### config.mk
export PLATFORM = sky130hd
export DESIGN_NAME = sr_wavegen
export DESIGN_NICKNAME = d
export VERILOG_FILES = /design/src/rtl/srwg_pkg.sv /design/src/rtl/srwg_rst_sync.sv /design/src/rtl/srwg_regs.sv /design/src/rtl/srwg_timebase.sv /design/src/rtl/srwg_channel.sv /design/src/rtl/sr_wavegen.sv
export SDC_FILE = /design/constraint.sdc
export NUM_CORES = 1
export LEC_CHECK = 0
export ABC_AREA = 0
export BUFFER_PORTS_ARGS = -buffer_cell sky130_fd_sc_hd__buf_2
export CAP_MARGIN = 20
export CORE_MARGIN = 3
export CORE_UTILIZATION = 41
export CTS_BUF_LIST = sky130_fd_sc_hd__clkbuf_2
export DETAILED_ROUTE_END_ITERATION = 10
export PLACE_DENSITY = 0.57
export SYNTH_ARGS = -nofsm -noshare
export SYNTH_HDL_FRONTEND = slang
export SYNTH_SLANG_ARGS = --single-unit
### constraint.sdc
create_clock -name clk -period 7.7 [get_ports clk]
set_input_delay 0.77 -clock clk [delete_from_list [all_inputs] [get_ports clk]]
set_output_delay 0.77 -clock clk [all_outputs]
set_load 0.02 [all_outputs]
### src/rtl/srwg_pkg.sv
package srwg_pkg;

  typedef enum logic [1:0] {
    RS_FREE   = 2'd0,
    RS_CMP0   = 2'd1,
    RS_PERIOD = 2'd2
  } restart_e;

  // bit2 off, bit1 inv, bit0 dflt
  typedef struct packed {
    logic off;
    logic inv;
    logic dflt;
  } chan_ctl_t;

  function automatic restart_e decode_restart(input logic [2:0] sel);
    case (sel)
      3'b001:  return RS_CMP0;
      3'b100:  return RS_PERIOD;
      default: return RS_FREE;
    endcase
  endfunction

endpackage

### src/rtl/srwg_rst_sync.sv
module srwg_rst_sync #(
  parameter int STAGES = 2
) (
  input  logic clk,
  input  logic rst_n,
  output logic rst_n_sync
);
  logic [STAGES-1:0] shift_q;
  logic [STAGES-1:0] shift_d;

  always_comb shift_d = {shift_q[STAGES-2:0], 1'b1};

  always_ff @(posedge clk or negedge rst_n) begin
    if (!rst_n) shift_q <= '0;
    else        shift_q <= shift_d;
  end

  assign rst_n_sync = shift_q[STAGES-1];
endmodule

### src/rtl/srwg_regs.sv
module srwg_regs
  import srwg_pkg::*;
#(
  parameter int CNT_W  = 16,
  parameter int NUM_CH = 4,
  parameter int ADDR_W = 4
) (
  input  logic                         clk,
  input  logic                         rst_n,
  input  logic                         wr_en,
  input  logic [ADDR_W-1:0]            wr_addr,
  input  logic [CNT_W-1:0]             wr_data,
  input  logic [2*NUM_CH-1:0]          cmp_hit,
  output logic [2*NUM_CH-1:0][CNT_W-1:0] cmp_o,
  output logic [CNT_W-1:0]             period_o,
  output restart_e                     mode_o,
  output chan_ctl_t [NUM_CH-1:0]       ctl_o,
  output logic [NUM_CH-1:0]            ctl_wr_o,
  output logic                         flag_wr_o,
  output logic [2*NUM_CH-1:0]          flag_o
);
  localparam int NCMP      = 2 * NUM_CH;
  localparam int PER_ADDR  = NCMP;
  localparam int MODE_ADDR = PER_ADDR + 1;
  localparam int CTL_BASE  = MODE_ADDR + 1;
  localparam int FLAG_ADDR = CTL_BASE + NUM_CH;

  logic [NCMP-1:0][CNT_W-1:0] cmp_q, cmp_d;
  logic [CNT_W-1:0]           per_q, per_d;
  logic [2:0]                 sel_q, sel_d;
  chan_ctl_t [NUM_CH-1:0]     ctl_q, ctl_d;
  logic [NCMP-1:0]            flag_q, flag_d;

  // Compare registers
  for (genvar g = 0; g < NCMP; g++) begin : g_cmp
    always_comb begin
      cmp_d[g] = cmp_q[g];
      if (wr_en && (wr_addr == ADDR_W'(g))) cmp_d[g] = wr_data;
    end
  end

  // Channel controls
  for (genvar c = 0; c < NUM_CH; c++) begin : g_ctl
    always_comb begin
      ctl_wr_o[c] = wr_en && (wr_addr == ADDR_W'(CTL_BASE + c));
      ctl_d[c]    = ctl_wr_o[c] ? chan_ctl_t'(wr_data[2:0]) : ctl_q[c];
    end
  end

  always_comb begin
    per_d = per_q;
    if (wr_en && (wr_addr == ADDR_W'(PER_ADDR))) per_d = wr_data;
    sel_d = sel_q;
    if (wr_en && (wr_addr == ADDR_W'(MODE_ADDR))) sel_d = wr_data[2:0];
    flag_wr_o = wr_en && (wr_addr == ADDR_W'(FLAG_ADDR));
    flag_d    = flag_q;
    if (flag_wr_o) flag_d = flag_q & wr_data[NCMP-1:0];
    flag_d    = flag_d | cmp_hit;
  end

  always_ff @(posedge clk or negedge rst_n) begin
    if (!rst_n) begin
      cmp_q  <= '0;
      per_q  <= '0;
      sel_q  <= '0;
      ctl_q  <= '0;
      flag_q <= '0;
    end else begin
      cmp_q  <= cmp_d;
      per_q  <= per_d;
      sel_q  <= sel_d;
      ctl_q  <= ctl_d;
      flag_q <= flag_d;
    end
  end

  assign cmp_o    = cmp_q;
  assign period_o = per_q;
  assign mode_o   = decode_restart(sel_q);
  assign ctl_o    = ctl_q;
  assign flag_o   = flag_q;
endmodule

### src/rtl/srwg_timebase.sv
module srwg_timebase
  import srwg_pkg::*;
#(
  parameter int CNT_W = 16
) (
  input  logic             clk,
  input  logic             rst_n,
  input  logic             tick,
  input  restart_e         mode,
  input  logic [CNT_W-1:0] period,
  input  logic [CNT_W-1:0] cmp0,
  output logic [CNT_W-1:0] cnt_o,
  output logic [CNT_W-1:0] cnt_nxt_o
);
  logic [CNT_W-1:0] cnt_q, cnt_d;
  logic [CNT_W-1:0] limit;
  logic [CNT_W:0]   restart_at;
  logic             restart;

  always_comb begin
    limit      = (mode == RS_CMP0) ? cmp0 : period;
    restart_at = {1'b0, limit} + 1'b1;
    restart    = (mode != RS_FREE) && ({1'b0, cnt_q} == restart_at);
    cnt_nxt_o  = restart ? '0 : cnt_q + 1'b1;
    cnt_d      = tick ? cnt_nxt_o : cnt_q;
  end

  always_ff @(posedge clk or negedge rst_n) begin
    if (!rst_n) cnt_q <= '0;
    else        cnt_q <= cnt_d;
  end

  assign cnt_o = cnt_q;
endmodule

### src/rtl/srwg_channel.sv
module srwg_channel
  import srwg_pkg::*;
#(
  parameter int CNT_W = 16
) (
  input  logic             clk,
  input  logic             rst_n,
  input  logic             tick,
  input  logic [CNT_W-1:0] cnt_nxt,
  input  logic [CNT_W-1:0] cmp_set,
  input  logic [CNT_W-1:0] cmp_clr,
  input  chan_ctl_t        ctl,
  input  logic             ld_en,
  input  logic             ld_val,
  input  logic             force_dflt,
  output logic             set_hit,
  output logic             clr_hit,
  output logic             core_o,
  output logic             wave_o
);
  logic core_q, core_d;

  always_comb begin
    set_hit = tick && (cnt_nxt == cmp_set);
    clr_hit = tick && (cnt_nxt == cmp_clr);
    if (ld_en)        core_d = ld_val;
    else if (clr_hit) core_d = 1'b0;
    else if (set_hit) core_d = 1'b1;
    else              core_d = core_q;
  end

  always_ff @(posedge clk or negedge rst_n) begin
    if (!rst_n) core_q <= 1'b0;
    else        core_q <= core_d;
  end

  assign core_o = core_q;
  assign wave_o = (ctl.off || force_dflt) ? ctl.dflt : (core_q ^ ctl.inv);
endmodule

### src/rtl/sr_wavegen.sv
module sr_wavegen
  import srwg_pkg::*;
#(
  parameter int CNT_W  = 16,
  parameter int NUM_CH = 4,
  parameter int ADDR_W = 4
) (
  input  logic                  clk,
  input  logic                  rst_n,
  input  logic                  tick,
  input  logic                  wr_en,
  input  logic [ADDR_W-1:0]     wr_addr,
  input  logic [CNT_W-1:0]      wr_data,
  output logic [CNT_W-1:0]      cnt_o,
  output logic [NUM_CH-1:0]     wave_o,
  output logic [2*NUM_CH-1:0]   flag_o
);
  localparam int NCMP = 2 * NUM_CH;

  logic                        rst_n_sync;
  logic [NCMP-1:0][CNT_W-1:0]  cmp;
  logic [CNT_W-1:0]            period;
  restart_e                    mode;
  chan_ctl_t [NUM_CH-1:0]      ctl;
  logic [NUM_CH-1:0]           ctl_wr;
  logic                        flag_wr;
  logic [NCMP-1:0]             cmp_hit;
  logic [NUM_CH-1:0]           set_hit, clr_hit, core, force_dflt;
  logic [CNT_W-1:0]            cnt_nxt;

  srwg_rst_sync #(.STAGES(2)) u_rst (
    .clk(clk), .rst_n(rst_n), .rst_n_sync(rst_n_sync)
  );

  srwg_regs #(.CNT_W(CNT_W), .NUM_CH(NUM_CH), .ADDR_W(ADDR_W)) u_regs (
    .clk(clk), .rst_n(rst_n_sync), .wr_en(wr_en), .wr_addr(wr_addr),
    .wr_data(wr_data), .cmp_hit(cmp_hit), .cmp_o(cmp), .period_o(period),
    .mode_o(mode), .ctl_o(ctl), .ctl_wr_o(ctl_wr), .flag_wr_o(flag_wr),
    .flag_o(flag_o)
  );

  srwg_timebase #(.CNT_W(CNT_W)) u_tb (
    .clk(clk), .rst_n(rst_n_sync), .tick(tick), .mode(mode),
    .period(period), .cmp0(cmp[0]), .cnt_o(cnt_o), .cnt_nxt_o(cnt_nxt)
  );

  for (genvar i = 0; i < NUM_CH; i++) begin : g_ch
    if (i == 0) begin : g_shared
      assign force_dflt[i] = (mode == RS_CMP0);
    end else begin : g_plain
      assign force_dflt[i] = 1'b0;
    end

    srwg_channel #(.CNT_W(CNT_W)) u_ch (
      .clk(clk), .rst_n(rst_n_sync), .tick(tick), .cnt_nxt(cnt_nxt),
      .cmp_set(cmp[2*i]), .cmp_clr(cmp[2*i+1]), .ctl(ctl[i]),
      .ld_en(ctl_wr[i]), .ld_val(wr_data[0]), .force_dflt(force_dflt[i]),
      .set_hit(set_hit[i]), .clr_hit(clr_hit[i]), .core_o(core[i]),
      .wave_o(wave_o[i])
    );

    assign cmp_hit[2*i]   = set_hit[i];
    assign cmp_hit[2*i+1] = clr_hit[i];
  end
endmodule

==> key figures <==
Setup path
  – Dominant cell type by count on the critical path: sky130_fd_sc_hd__nand2_1
  – Register-to-Register Path Depth: 15
  – WS Path Type: reg2reg
  – Arrival time at the worst endpoint: 6.05 ns
  – Maximum fanout along the worst path: 35
  – Endpoint type of the worst setup path: flop
  – CP max-delay cell: sky130_fd_sc_hd__or3b_1
  – Critical path data required time: 8.45 ns
  – Largest stage delay, worst path: 0.93 ns
  – Critical path cell sequence: or3b_1, nand2_1, nand2_1, ha_1, and3_1, a21o_1, a211oi_1, a311oi_1, o2bb2ai_1, and2_1, nand2_2, or3_1, a2111o_1, nor4_2, or2_1
  – Type of element launching the critical path: flop
  – Crit path launch: u_regs.sel_q[0]$_DFFE_PN0P_
  – Start of the worst register-to-register path: u_regs.sel_q[0]$_DFFE_PN0P_
  – Setup slack on the worst flop-to-flop path: 2.40 ns

Route
  – Met3 layer wire length in the routed design: 2380 um
  – Post-detailed-route count of antenna-violating nets: 0
  – Routed vias/inst: 6.33
  – First-pass iteration count of the detailed router: 5
  – Mean routed wirelength per cell: 25.1 um
  – Routed length on met2: 16300 um
  – Total number of vias: 8889
  – Initial DRC count: 858
  – Number of design rule violations left after detail routing: 0
  – Wire length on met1: 15500 um
  – Total Wirelength: 35300 um
  – Top routing layer in use: met4

STA
  – Final worst clock skew: 0.0504 ns
  – Shortest clock period the worst path allows after layout: 5.30 ns
  – Slew @ Worst Pin: 1.12 ns
  – Relative slew slack: 25.4%
  – Final setup margin: 2.40 ns
  – Min Hold Slack: 0.194 ns
  – Final clock period utilization by the worst path: 68.9%
  – Max frequency: 0.189 GHz
  – Total negative slack for setup checks: 0 ns
  – RSZ-0062 raised after global routing: false
  – Final hold violations: 0
  – Setup Viol. Count Final: 0
  – Final count of pins violating max slew: 0

Global routing
  – Largest net degree at the start of global routing: 71
  – Number of global-route vias before repair: 8659
  – First-pass GRT wire length: 54000 um
  – GRT Residual Overflow: 0
  – Initial antenna violation count: 2
  – Global routing usage summed across all routing layers: 25.0%

Yosys
  – Number of enable-type register cells in the synthesized netlist: 0
  – Async SR Flop Fraction: 100%
  – Share of the synthesized area in the top cell type: 44.0%
  – Primary FF master, synth: sky130_fd_sc_hd__dfrtp_1
  – Mean instance size in the synthesized netlist: 10.4 um^2
  – Proportion of synthesized chip area in sequential cells: 44.0%
  – Synth Instances: 1035
  – Count of state elements after synthesis: 189
  – Cell area after synthesis: 10700 um^2
  – Cell taking the most area after synthesis: sky130_fd_sc_hd__dfrtp_1
  – Synthesized netlist net count: 1061
  – Number of distinct library cells after synthesis: 83
  – Number of warnings issued by yosys: 0
  – Largest cells by area after synthesis: sky130_fd_sc_hd__dfrtp_1 44%, sky130_fd_sc_hd__mux2_2 16%, sky130_fd_sc_hd__xnor2_1 3.4%

Place
  – Last weighted congestion value of the routability-driven placer: 0.894
  – Final HPWL DP: 23600 um
  – Worst setup timing slack at the placement stage: 2.48 ns
  – Area of placed instances: 11300 um^2
  – Placed Cells: 1371
  – Port Buffers: 51

Clock tree
  – Max clock buf depth: 2
  – CTS Root Cell: sky130_fd_sc_hd__clkbuf_2
  – Clock Latency Late Sink: 0.81 ns
  – Clock tree from TritonCTS: done
  – Clock net sink count: 189
  – Number of clock buffers inserted by TritonCTS: 17
  – Clock input transition at the sequential cells of the worst setup and hold paths: 0.31 ns
  – H-tree depth reported by CTS: 4
  – Post_cts resized: 0
  – Number of setup buffers added after CTS: 0

Floorplanning
  – Number of I/O pins: 52
  – Effective utilization at floorplan: 42.2%
  – Number of core rows: 58
  – DIE AREA: 28200 um^2
  – Area of the core region: 25500 um^2
  – Die width: 168 um
  – Die span in y: 168 um

Layout
  – Layout cells sized above 1: 25.4%
  – Nets@finish: 1087
  – Fill cell instance count of the final layout: 2437
  – Fin area: 11600 um^2
  – Final std cells w/o fill: 1405
  – Layout-stage area growth over the synthesis result: 7.59%

Power and ir drop
  – Power per cell area: 269 nW/um^2
  – Leak: 4.91 nW
  – Peak ir drop on the vdd network: 0.112 mV

Hold path
  – Worst min-delay path class: in2async

Flow run
  – Count of max-cap constraint violations: 0

Run status
  – Run status: complete, no violations
## worst paths after layout
path	end
max	u_regs.flag_o[7]$_DFF_PN0_
min	u_rst.shift_q[1]$_DFF_PN0_
max reg2reg	u_regs.flag_o[7]$_DFF_PN0_
min reg2reg	u_rst.shift_q[1]$_DFF_PN0_
max in group asynchronous	u_regs.cmp_o[3]$_DFFE_PN0P_
min in group clk	u_regs.ctl_o[7]$_DFFE_PN0P_
## cells in the mapped netlist, drive strengths merged (5+ instances only)
| cell | count |
|---|---|
| and2 | 7 |
| nand3 | 34 |
| mux2 | 154 |
| nand3b | 8 |
| buf | 22 |
| o22ai | 23 |
| a21o | 8 |
| and4 | 7 |
| a21oi | 17 |
| o221ai | 9 |
| o22a | 6 |
| xnor2 | 42 |
| nor4 | 22 |
| mux2i | 16 |
| nor3 | 13 |
| a211oi | 8 |
| a221oi | 15 |
| a22oi | 15 |
| inv | 14 |
| dfrtp | 189 |
| clkbuf | 46 |
| nand4 | 20 |
| o21ai | 49 |
| nand2b | 7 |
| nor2 | 55 |
| o32ai | 6 |
| xor2 | 31 |
| or3 | 5 |
| and3 | 10 |
| nand2 | 92 |
| o31ai | 10 |
| a31oi | 8 |
## area by class of cell
| type | instances | area (um^2) | area share (%) |
|---|---|---|---|
| Antenna cell | 1 | 2.50 | 0.0217 |
| Multi-Input combinational cell | 764 | 5680 | 49.1 |
| Timing Repair Buffer | 75 | 438 | 3.79 |
| Clock inverter | 14 | 151 | 1.31 |
| Tap cell | 330 | 413 | 3.57 |
| Sequential cell | 189 | 4730 | 41.0 |
| Inverter | 14 | 52.6 | 0.455 |
| Clock buffer | 18 | 90.1 | 0.779 |
## where the power goes
group	total (W)	internal, W	leakage, nW	switching [W]
logic	0.00108	0.000491	2.42	0.000587
registers	0.00151	0.00122	2.35	0.000293
clock network	0.000521	0.000132	0.142	0.000388
## per-stage QoR
step | power (W) | utilization, %
2_1_floorplan | 0.00223 | -
3_3_place_gp | 0.00257 | 44.4
5_1_grt | 0.00329 | 45.4
4_1_cts | 0.00310 | 45.4
6_report | 0.00311 | 45.4
3_5_place_dp | 0.00259 | 44.4
## cell usage in the layout (no fill, tap or decap), types with 4 or more instances in the layout
cell type / Yosys / routed
sky130_fd_sc_hd__nand2_1: 91 / 91
sky130_fd_sc_hd__a21oi_1: 17 / 17
sky130_fd_sc_hd__o31ai_1: 10 / 10
sky130_fd_sc_hd__and2_1: 7 / 7
sky130_fd_sc_hd__a31oi_1: 8 / 8
sky130_fd_sc_hd__buf_4: 6 / 23
sky130_fd_sc_hd__nand3b_1: 8 / 8
sky130_fd_sc_hd__a221oi_1: 15 / 15
sky130_fd_sc_hd__nand3_1: 34 / 34
sky130_fd_sc_hd__a22oi_1: 15 / 15
sky130_fd_sc_hd__mux2i_1: 16 / 16
sky130_fd_sc_hd__a21o_1: 8 / 8
sky130_fd_sc_hd__nand4_1: 20 / 20
sky130_fd_sc_hd__xor2_1: 31 / 31
sky130_fd_sc_hd__or3_1: 5 / 5
sky130_fd_sc_hd__dfrtp_1: 189 / 188
sky130_fd_sc_hd__nor3_1: 13 / 13
sky130_fd_sc_hd__nor2_1: 54 / 54
sky130_fd_sc_hd__o32ai_1: 6 / 6
sky130_fd_sc_hd__mux2_2: 154 / 154
sky130_fd_sc_hd__nand2b_1: 7 / 7
sky130_fd_sc_hd__nor4_1: 20 / 20
sky130_fd_sc_hd__o221ai_1: 9 / 9
sky130_fd_sc_hd__clkbuf_2: 1 / 18
sky130_fd_sc_hd__buf_2: 7 / 51
sky130_fd_sc_hd__a211oi_1: 8 / 8
sky130_fd_sc_hd__and4_1: 7 / 7
sky130_fd_sc_hd__inv_1: 14 / 14
sky130_fd_sc_hd__nor4b_1: 4 / 4
sky130_fd_sc_hd__xnor2_1: 42 / 41
sky130_fd_sc_hd__o41ai_1: 4 / 4
sky130_fd_sc_hd__and3_1: 10 / 10
sky130_fd_sc_hd__o21ai_0: 47 / 47
sky130_fd_sc_hd__o22a_1: 6 / 6
sky130_fd_sc_hd__o211ai_1: 4 / 4
sky130_fd_sc_hd__o22ai_1: 23 / 23
sky130_fd_sc_hd__a221o_1: 4 / 4
## per-layer routing
metal	global-route usage (%)	vias up
met5	0	-
met3	4.65	78
met1	34.7	4527
met2	39.8	361
met4	8.11	0
li1	-	3923
## timing repair
item / 4_1_cts / 5_1_grt
endpoints found under the setup margin: 0 / 0
hold endpoints to repair: 2 / 0
hold buffers: 1 / 0
## flip-flops by register name, indices dropped and copies added (netlist names)
| name | count |
|---|---|
| u_regs.ctl_o | 12 |
| u_rst.shift_q | 2 |
| u_regs.cmp_o | 128 |
| u_regs.flag_o | 8 |
| g_ch.u_ch.core_o | 4 |
| u_regs.sel_q | 3 |
| u_tb.cnt_o | 16 |
| u_regs.period_o | 16 |
## cells by family after synthesis
family / after synthesis / share of synthesized area [%]
simple gates: 300 / 14.4
compound gates: 218 / 14.5
flops: 189 / 44.0
mux: 170 / 17.6
buf+inv: 82 / 3.24
xor+xnor: 73 / 5.95
fa+ha+maj: 2 / 0.233
other cells: 1 / 0.0349
## critical path: cells and delay by family, from the launching register on
kind            cells  cell delay (ns)
compound gates      5             1.26
flops               1             0.47
fa+ha+maj           1             0.30
simple gates        9             3.23
(Power assumes the default switching activity.)
